[src/rtl/gf_mul_pkg.sv]
package gf_mul_pkg;

    typedef enum logic [1:0] {
        OP_FIELD = 2'b00,
        OP_LOW   = 2'b01,
        OP_HIGH  = 2'b10,
        OP_SHIFT = 2'b11
    } gf_op_t;

    typedef enum logic [1:0] {
        ST_IDLE   = 2'b00,
        ST_RUN    = 2'b01,
        ST_FINISH = 2'b10
    } gf_state_t;

endpackage

[src/rtl/gf_operand_prep.sv]
module gf_operand_prep #(
    parameter int XLEN  = 64,
    parameter int DEG_W = $clog2(XLEN + 1)
) (
    input  logic [DEG_W-1:0] degree_i,
    input  logic [XLEN-1:0]  modulus_i,
    input  logic [XLEN-1:0]  opa_i,
    input  logic [XLEN-1:0]  opb_i,
    output logic [DEG_W-1:0] deg_eff_o,
    output logic [XLEN-1:0]  mask_o,
    output logic [XLEN-1:0]  opa_m_o,
    output logic [XLEN-1:0]  opb_m_o,
    output logic [XLEN-1:0]  poly_m_o
);

    localparam logic [DEG_W-1:0] DEG_MAX = DEG_W'(XLEN);

    // clamp degrees beyond the word to the word width
    always_comb begin
        if (degree_i > DEG_MAX) begin
            deg_eff_o = DEG_MAX;
        end else begin
            deg_eff_o = degree_i;
        end
    end

    // one comparator per bit builds the below-degree mask
    for (genvar i = 0; i < XLEN; i++) begin : g_mask
        assign mask_o[i] = (DEG_W'(i) < deg_eff_o);
    end

    assign opa_m_o  = opa_i & mask_o;
    assign opb_m_o  = opb_i & mask_o;
    assign poly_m_o = modulus_i & mask_o;

endmodule

[src/rtl/gf_horner_step.sv]
module gf_horner_step #(
    parameter int XLEN  = 64,
    parameter int DEG_W = $clog2(XLEN + 1),
    parameter int ACC_W = 2 * XLEN
) (
    input  logic             field_en_i,
    input  logic [ACC_W-1:0] acc_i,
    input  logic [XLEN-1:0]  opa_i,
    input  logic             b_bit_i,
    input  logic [XLEN-1:0]  poly_i,
    input  logic [XLEN-1:0]  mask_i,
    input  logic [DEG_W-1:0] deg_i,
    output logic [ACC_W-1:0] acc_o
);

    logic [ACC_W-1:0] shifted;
    logic             reduce;
    logic [XLEN-1:0]  field_next;
    logic [XLEN-1:0]  addend;

    always_comb begin
        shifted = acc_i << 1;
        // coefficient of x^m after the shift decides reduction
        reduce  = shifted[deg_i];
        addend  = b_bit_i ? opa_i : '0;
        field_next = (shifted[XLEN-1:0] & mask_i)
                   ^ (reduce ? poly_i : '0)
                   ^ addend;
        if (field_en_i) begin
            acc_o = {{XLEN{1'b0}}, field_next};
        end else begin
            acc_o = shifted ^ {{XLEN{1'b0}}, addend};
        end
    end

endmodule

[src/rtl/gf_result_sel.sv]
module gf_result_sel
    import gf_mul_pkg::*;
#(
    parameter int XLEN  = 64,
    parameter int ACC_W = 2 * XLEN
) (
    input  gf_op_t           op_i,
    input  logic [ACC_W-1:0] acc_i,
    output logic [XLEN-1:0]  res_o
);

    always_comb begin
        unique case (op_i)
            OP_FIELD: res_o = acc_i[XLEN-1:0];
            OP_LOW:   res_o = acc_i[XLEN-1:0];
            OP_HIGH:  res_o = acc_i[ACC_W-1:XLEN];
            OP_SHIFT: res_o = acc_i[ACC_W-2:XLEN-1];
            default:  res_o = '0;
        endcase
    end

endmodule

[src/rtl/gf_mul_unit.sv]
module gf_mul_unit
    import gf_mul_pkg::*;
#(
    parameter int XLEN  = 64,
    parameter int DEG_W = $clog2(XLEN + 1)
) (
    input  logic             clk,
    input  logic             rst_n,
    input  logic             start_i,
    input  logic [1:0]       op_i,
    input  logic [DEG_W-1:0] degree_i,
    input  logic [XLEN-1:0]  modulus_i,
    input  logic [XLEN-1:0]  opa_i,
    input  logic [XLEN-1:0]  opb_i,
    output logic [XLEN-1:0]  result_o,
    output logic             done_o
);

    localparam int ACC_W = 2 * XLEN;
    localparam int CNT_W = $clog2(XLEN);
    localparam logic [CNT_W-1:0] CNT_LAST = CNT_W'(XLEN - 1);

    gf_state_t state_q, state_d;

    gf_op_t           op_q;
    logic [DEG_W-1:0] deg_q;
    logic [XLEN-1:0]  mask_q;
    logic [XLEN-1:0]  opa_q;
    logic [XLEN-1:0]  opb_q;
    logic [XLEN-1:0]  poly_q;
    logic [ACC_W-1:0] acc_q;
    logic [CNT_W-1:0] cnt_q;
    logic [XLEN-1:0]  result_q;

    logic [DEG_W-1:0] deg_eff;
    logic [XLEN-1:0]  mask_c;
    logic [XLEN-1:0]  opa_m;
    logic [XLEN-1:0]  opb_m;
    logic [XLEN-1:0]  poly_m;
    logic [ACC_W-1:0] acc_next;
    logic [XLEN-1:0]  res_sel;
    logic             accept;
    logic             last_step;
    logic             field_in;

    gf_operand_prep #(.XLEN(XLEN), .DEG_W(DEG_W)) prep_i (
        .degree_i  (degree_i),
        .modulus_i (modulus_i),
        .opa_i     (opa_i),
        .opb_i     (opb_i),
        .deg_eff_o (deg_eff),
        .mask_o    (mask_c),
        .opa_m_o   (opa_m),
        .opb_m_o   (opb_m),
        .poly_m_o  (poly_m)
    );

    gf_horner_step #(.XLEN(XLEN), .DEG_W(DEG_W), .ACC_W(ACC_W)) step_i (
        .field_en_i (op_q == OP_FIELD),
        .acc_i      (acc_q),
        .opa_i      (opa_q),
        .b_bit_i    (opb_q[XLEN-1]),
        .poly_i     (poly_q),
        .mask_i     (mask_q),
        .deg_i      (deg_q),
        .acc_o      (acc_next)
    );

    gf_result_sel #(.XLEN(XLEN), .ACC_W(ACC_W)) sel_i (
        .op_i  (op_q),
        .acc_i (acc_next),
        .res_o (res_sel)
    );

    assign accept    = start_i && (state_q == ST_IDLE);
    assign last_step = (state_q == ST_RUN) && (cnt_q == CNT_LAST);
    assign field_in  = (gf_op_t'(op_i) == OP_FIELD);

    // next-state logic
    always_comb begin
        state_d = state_q;
        unique case (state_q)
            ST_IDLE:   if (start_i) state_d = ST_RUN;
            ST_RUN:    if (cnt_q == CNT_LAST) state_d = ST_FINISH;
            ST_FINISH: state_d = ST_IDLE;
            default:   state_d = ST_IDLE;
        endcase
    end

    // state register
    always_ff @(posedge clk or negedge rst_n) begin
        if (!rst_n) begin
            state_q <= ST_IDLE;
        end else begin
            state_q <= state_d;
        end
    end

    // datapath registers
    always_ff @(posedge clk or negedge rst_n) begin
        if (!rst_n) begin
            op_q     <= OP_FIELD;
            deg_q    <= '0;
            mask_q   <= '0;
            opa_q    <= '0;
            opb_q    <= '0;
            poly_q   <= '0;
            acc_q    <= '0;
            cnt_q    <= '0;
            result_q <= '0;
        end else if (accept) begin
            op_q   <= gf_op_t'(op_i);
            deg_q  <= deg_eff;
            mask_q <= mask_c;
            opa_q  <= field_in ? opa_m : opa_i;
            opb_q  <= field_in ? opb_m : opb_i;
            poly_q <= poly_m;
            acc_q  <= '0;
            cnt_q  <= '0;
        end else if (state_q == ST_RUN) begin
            acc_q <= acc_next;
            opb_q <= opb_q << 1;
            cnt_q <= cnt_q + 1'b1;
            if (last_step) begin
                result_q <= res_sel;
            end
        end
    end

    // outputs
    always_comb begin
        done_o   = (state_q == ST_FINISH);
        result_o = result_q;
    end

endmodule

[config.mk]
export PLATFORM = sky130hd
export DESIGN_NAME = gf_mul_unit
export DESIGN_NICKNAME = d
export VERILOG_FILES = /design/src/rtl/gf_mul_pkg.sv /design/src/rtl/gf_operand_prep.sv /design/src/rtl/gf_horner_step.sv /design/src/rtl/gf_result_sel.sv /design/src/rtl/gf_mul_unit.sv
export SDC_FILE = /design/constraint.sdc
export NUM_CORES = 1
export LEC_CHECK = 0
export ABC_AREA = 1
export BUFFER_PORTS_ARGS = -buffer_cell sky130_fd_sc_hd__buf_2
export CORE_MARGIN = 8
export CORE_UTILIZATION = 35
export DETAILED_ROUTE_END_ITERATION = 12
export GPL_TIMING_DRIVEN = 0
export HOLD_SLACK_MARGIN = 0.06
export PLACE_DENSITY = 0.59
export SYNTH_ARGS = -nofsm -noshare
export SYNTH_HDL_FRONTEND = slang
export SYNTH_HIERARCHICAL = 1
export SYNTH_SLANG_ARGS = --single-unit
export TNS_END_PERCENT = 20
[constraint.sdc]
create_clock -name clk -period 3.3 [get_ports clk]
set_clock_uncertainty 0.2 [all_clocks]
set_input_delay 0.66 -clock clk [delete_from_list [all_inputs] [get_ports clk]]
set_output_delay 0.66 -clock clk [all_outputs]
set_load 0.01 [all_outputs]
==> report_table.html <==
<table>
<tr><th>Metric</th><th>Value</th></tr>
<tr><th colspan="2">Run status</th></tr>
<tr><td>Outcome</td><td>complete, no violations</td></tr>
<tr><th colspan="2">Timing</th></tr>
<tr><td>Setup ws final</td><td>39.19 ps</td></tr>
<tr><td>Final period utilization</td><td>0.9881</td></tr>
<tr><td>Normalized max-slew margin</td><td>0.3795</td></tr>
<tr><td>Least-Margin Pin Slew</td><td>approximately 930 ps</td></tr>
<tr><td>Final Critical Period</td><td>roughly 3300 ps</td></tr>
<tr><td>Total of endpoints with negative setup slack in the final report</td><td>0</td></tr>
<tr><td>Final hold violations</td><td>0</td></tr>
<tr><td>Max Clk Rate</td><td>306.7 MHz</td></tr>
<tr><td>Max-slew violation count</td><td>0</td></tr>
<tr><th colspan="2">Die</th></tr>
<tr><td># rows</td><td>a little over 100</td></tr>
<tr><td>Placeable core area</td><td>0.07913 mm^2</td></tr>
<tr><td>Area of the die</td><td>approximately 0.089 mm^2</td></tr>
<tr><td>Ports</td><td>269</td></tr>
<tr><td>Die X-Extent</td><td>298.8 um</td></tr>
<tr><td>Effective utilization at floorplan</td><td>0.3537</td></tr>
<tr><td>Die Height</td><td>298.8 um</td></tr>
<tr><th colspan="2">Critical path</th></tr>
<tr><td>Max FO, Critical Path</td><td>10</td></tr>
<tr><td>FF-to-FF Start</td><td>deg_q[1]</td></tr>
<tr><td>Nature of the critical path startpoint</td><td>flop</td></tr>
<tr><td>Cell count of the worst reg-to-reg path</td><td>17</td></tr>
<tr><td>Biggest cell delay along the critical path</td><td>approximately 380 ps</td></tr>
<tr><td>Arrival time worst endpoint</td><td>between 3000 and 4000 ps</td></tr>
<tr><td>Crit path required time</td><td>3590 ps</td></tr>
<tr><td>Worst Path Buf+Inv</td><td>4</td></tr>
<tr><td>Most frequent CP cell</td><td>nand2_1</td></tr>
<tr><td>Worst R2R Setup Slack</td><td>40 ps</td></tr>
<tr><td>Critical Setup Path Class</td><td>reg -&gt; reg</td></tr>
<tr><td>Ordered list of cells on the worst path</td><td>buf_4 &gt; clkbuf_4 &gt; nand3_1 &gt; nand3_1 &gt; nand2_1 &gt; nand2_1 &gt; nand3_1 &gt; nand3_1 &gt; nand3_2 &gt; buf_8 &gt; buf_4 &gt; nand4_1 &gt; nand2_1 &gt; nand2_1 &gt; nand3_1 &gt; nand2_1 &gt; nand2_1</td></tr>
<tr><td>Reg-to-reg critical path endpoint</td><td>result_o[24]</td></tr>
<tr><td>Slowest CP cell</td><td>clkbuf_4</td></tr>
<tr><td>Cell class contributing the biggest share of worst-path delay</td><td>simple AND/OR/NAND/NOR gates</td></tr>
<tr><td>Capturing element type of the critical path</td><td>flop</td></tr>
<tr><th colspan="2">Synthesis</th></tr>
<tr><td>Count of warnings emitted by yosys</td><td>6</td></tr>
<tr><td>Cell Area, Synth</td><td>0.02798 mm^2</td></tr>
<tr><td>Number of instances in the synthesized netlist</td><td>4,234</td></tr>
<tr><td>Post-synthesis net count</td><td>roughly 4.4k</td></tr>
<tr><td>Synthesized area per cell</td><td>around 6.6 um^2</td></tr>
<tr><th colspan="2">Power and ir drop</th></tr>
<tr><td>Total power divided by cell area</td><td>394.5 mW/mm^2</td></tr>
<tr><td>Share of power burned in registers</td><td>0.440</td></tr>
<tr><td>Final Power</td><td>0.01292 W</td></tr>
<tr><td>Leak Pwr</td><td>roughly 18 nW</td></tr>
<tr><td>Max IR drop VDD</td><td>approximately 0.00041 V</td></tr>
<tr><td>Sw frac</td><td>0.2425</td></tr>
<tr><td>Logic gate share of total power</td><td>0.063</td></tr>
<tr><td>Share of total power in the clock network</td><td>0.498</td></tr>
<tr><td>Internal power</td><td>0.009783 W</td></tr>
<tr><td>Switch Pwr</td><td>0.003133 W</td></tr>
<tr><th colspan="2">Finish</th></tr>
<tr><td>Multi-input gate area</td><td>0.01306 mm^2</td></tr>
<tr><td>Layout cell share with drive strength beyond 1</td><td>0.1233</td></tr>
<tr><td>Number of nets in the final layout</td><td>4,766</td></tr>
<tr><td>Register cell area after layout</td><td>0.01159 mm^2</td></tr>
<tr><td>Fill cell count</td><td>8,633</td></tr>
<tr><td>Area growth from synthesis to layout</td><td>17.00%</td></tr>
<tr><td>Utilization after layout</td><td>0.4138</td></tr>
<tr><td>Commonest non-fill, non-tap cell in the layout</td><td>nand2_1</td></tr>
<tr><td>Commonest non-fill, non-tap cells in the layout</td><td>1,671 x nand2_1, 502 x inv_1, 462 x dfrtp_1, 424 x nor2_1</td></tr>
<tr><th colspan="2">Clock network</th></tr>
<tr><td>Register clock-pin slew on the reported worst setup and hold paths</td><td>approximately 60 ps</td></tr>
<tr><td>CTS buffer count</td><td>53</td></tr>
<tr><td>CTS max path bufs</td><td>3</td></tr>
<tr><td>Clock network latency to the later pin of the worst-skew pair</td><td>between 600 and 700 ps</td></tr>
<tr><td>CTS tree</td><td>built</td></tr>
<tr><td>Clock root buffer</td><td>clkbuf_16</td></tr>
<tr><td>Clock net sink count</td><td>463</td></tr>
<tr><td>H-tree levels</td><td>2</td></tr>
<tr><th colspan="2">Hold path</th></tr>
<tr><td>Startpoint of the worst hold path</td><td>op_i[0]</td></tr>
<tr><td>Worst min path class</td><td>in -&gt; reg</td></tr>
<tr><td>End point of the worst hold path</td><td>op_q[0]</td></tr>
<tr><td>Count of cells along the worst hold path</td><td>3</td></tr>
<tr><th colspan="2">Routing</th></tr>
<tr><td>Number of nets with antenna violations after routing</td><td>0</td></tr>
<tr><td>Routed met3 length</td><td>7868 um</td></tr>
<tr><td>M1 WL</td><td>approximately 48,000 um</td></tr>
<tr><td>Highest Signal Layer</td><td>met5</td></tr>
<tr><td>Final routed wirelength across all metal layers</td><td>111,300 um</td></tr>
<tr><td>DRC violation count after routing</td><td>0</td></tr>
<tr><td>Routed len/inst</td><td>19.67 um</td></tr>
<tr><td>Total via count in the routed design</td><td>28.20k</td></tr>
<tr><td>DR pass1 iterations</td><td>5</td></tr>
<tr><td>Detailed route wirelength on metal2</td><td>~51,000 um</td></tr>
<tr><td>Number of DRC violations after detailed-routing iteration 0</td><td>roughly 2.5k</td></tr>
<tr><td>Vias per inst</td><td>4.983</td></tr>
<tr><th colspan="2">GRT</th></tr>
<tr><td>Maximum number of pins on one net before global-route repair</td><td>109</td></tr>
<tr><td>Overflow left after global routing</td><td>0</td></tr>
<tr><td>Global-route wire length before repair</td><td>166,100 um</td></tr>
<tr><td>Antenna violations before repair</td><td>10</td></tr>
<tr><td>Total routing usage reported by global routing</td><td>0.2399</td></tr>
<tr><td>Number of global-route vias before repair</td><td>27.04k</td></tr>
<tr><th colspan="2">Placement</th></tr>
<tr><td>Setup slack after placement</td><td>-298.3 ps</td></tr>
<tr><td>Routability cong.</td><td>0.9463</td></tr>
<tr><td>Number of port buffers</td><td>265</td></tr>
<tr><td>Final HPWL DP</td><td>85,310 um</td></tr>
<tr><th colspan="2">Job</th></tr>
<tr><td>Max-cap violations</td><td>0</td></tr>
</table>
-- layout make-up --
cell class,count,area share
Clock buffer,73,0.04593
Buffer,256,0.04452
Timing Repair Buffer,273,0.04578
Antenna cell,10,0.0007643
Tap cell,1050,0.04012
Multi-Input combinational cell,2998,0.3989
Clock inverter,21,0.01059
Inverter,516,0.05950
Sequential cell,463,0.3539
-- layer usage --
layer,up-vias,GRT usage
li1,13720,-
met1,13180,0.3167
met2,1060,0.3942
met3,241,0.03853
met4,2,0.09053
met5,-,0
-- flip-flops by register name (all words and copies together), names as in the netlist, 6 cells and up --
signal,count
deg_q,7
result_o,64
poly_q,64
opa_q,64
mask_q,63
cnt_q,6
opb_q,64
acc_q,127
-- metrics by stage --
step	instance area, um^2	TNS [ps]	std cells	hold WS [ps]
floorplan	27980	0	4234	164.4
global placement	30620	-3981890	5549	253.8
detailed placement	30770	-10260	5554	259.8
CTS	32660	0	5649	68.16
global route	32730	-0.9928	5654	110.4
finish	32740	0	5660	96.18
-- repair_timing --
action,4_1_cts,5_1_grt
gates resized for setup,9,20
endpoints found under the setup margin,91,54
gates cloned,0,1
hold endpoints to repair,45,0
hold buffers,1,0
buffers inserted,1,0
-- power by group through the flow --
stage	clock network, W	registers, W	logic, W
after floorplan	0	0.00578	0.000325
after global placement	0	0.00578	0.000771
after detailed placement	0	0.00578	0.000798
after CTS	0.00653	0.00568	0.000802
after global routing	0.00672	0.00567	0.000890
final	0.00643	0.00568	0.000809
-- worst min-delay path: stages --
cell     delay [ps]
buf_2           110
nand2_1          50
nand2_1          50
-- worst max-delay path by stage --
stage | startpoint | to | depth (start not counted) | slack (ps)
2_1_floorplan | deg_q[1] | result_o[0] | 18 | 980
3_3_place_gp | rst_n | opb_q[7] | 1 | -8670
3_5_place_dp | deg_q[2] | result_o[24] | 18 | -300
4_1_cts | deg_q[0] | result_o[24] | 20 | 30
5_1_grt | deg_q[0] | result_o[17] | 21 | -1
6_report | deg_q[1] | result_o[24] | 17 | 40
(Power assumes the default switching activity.)
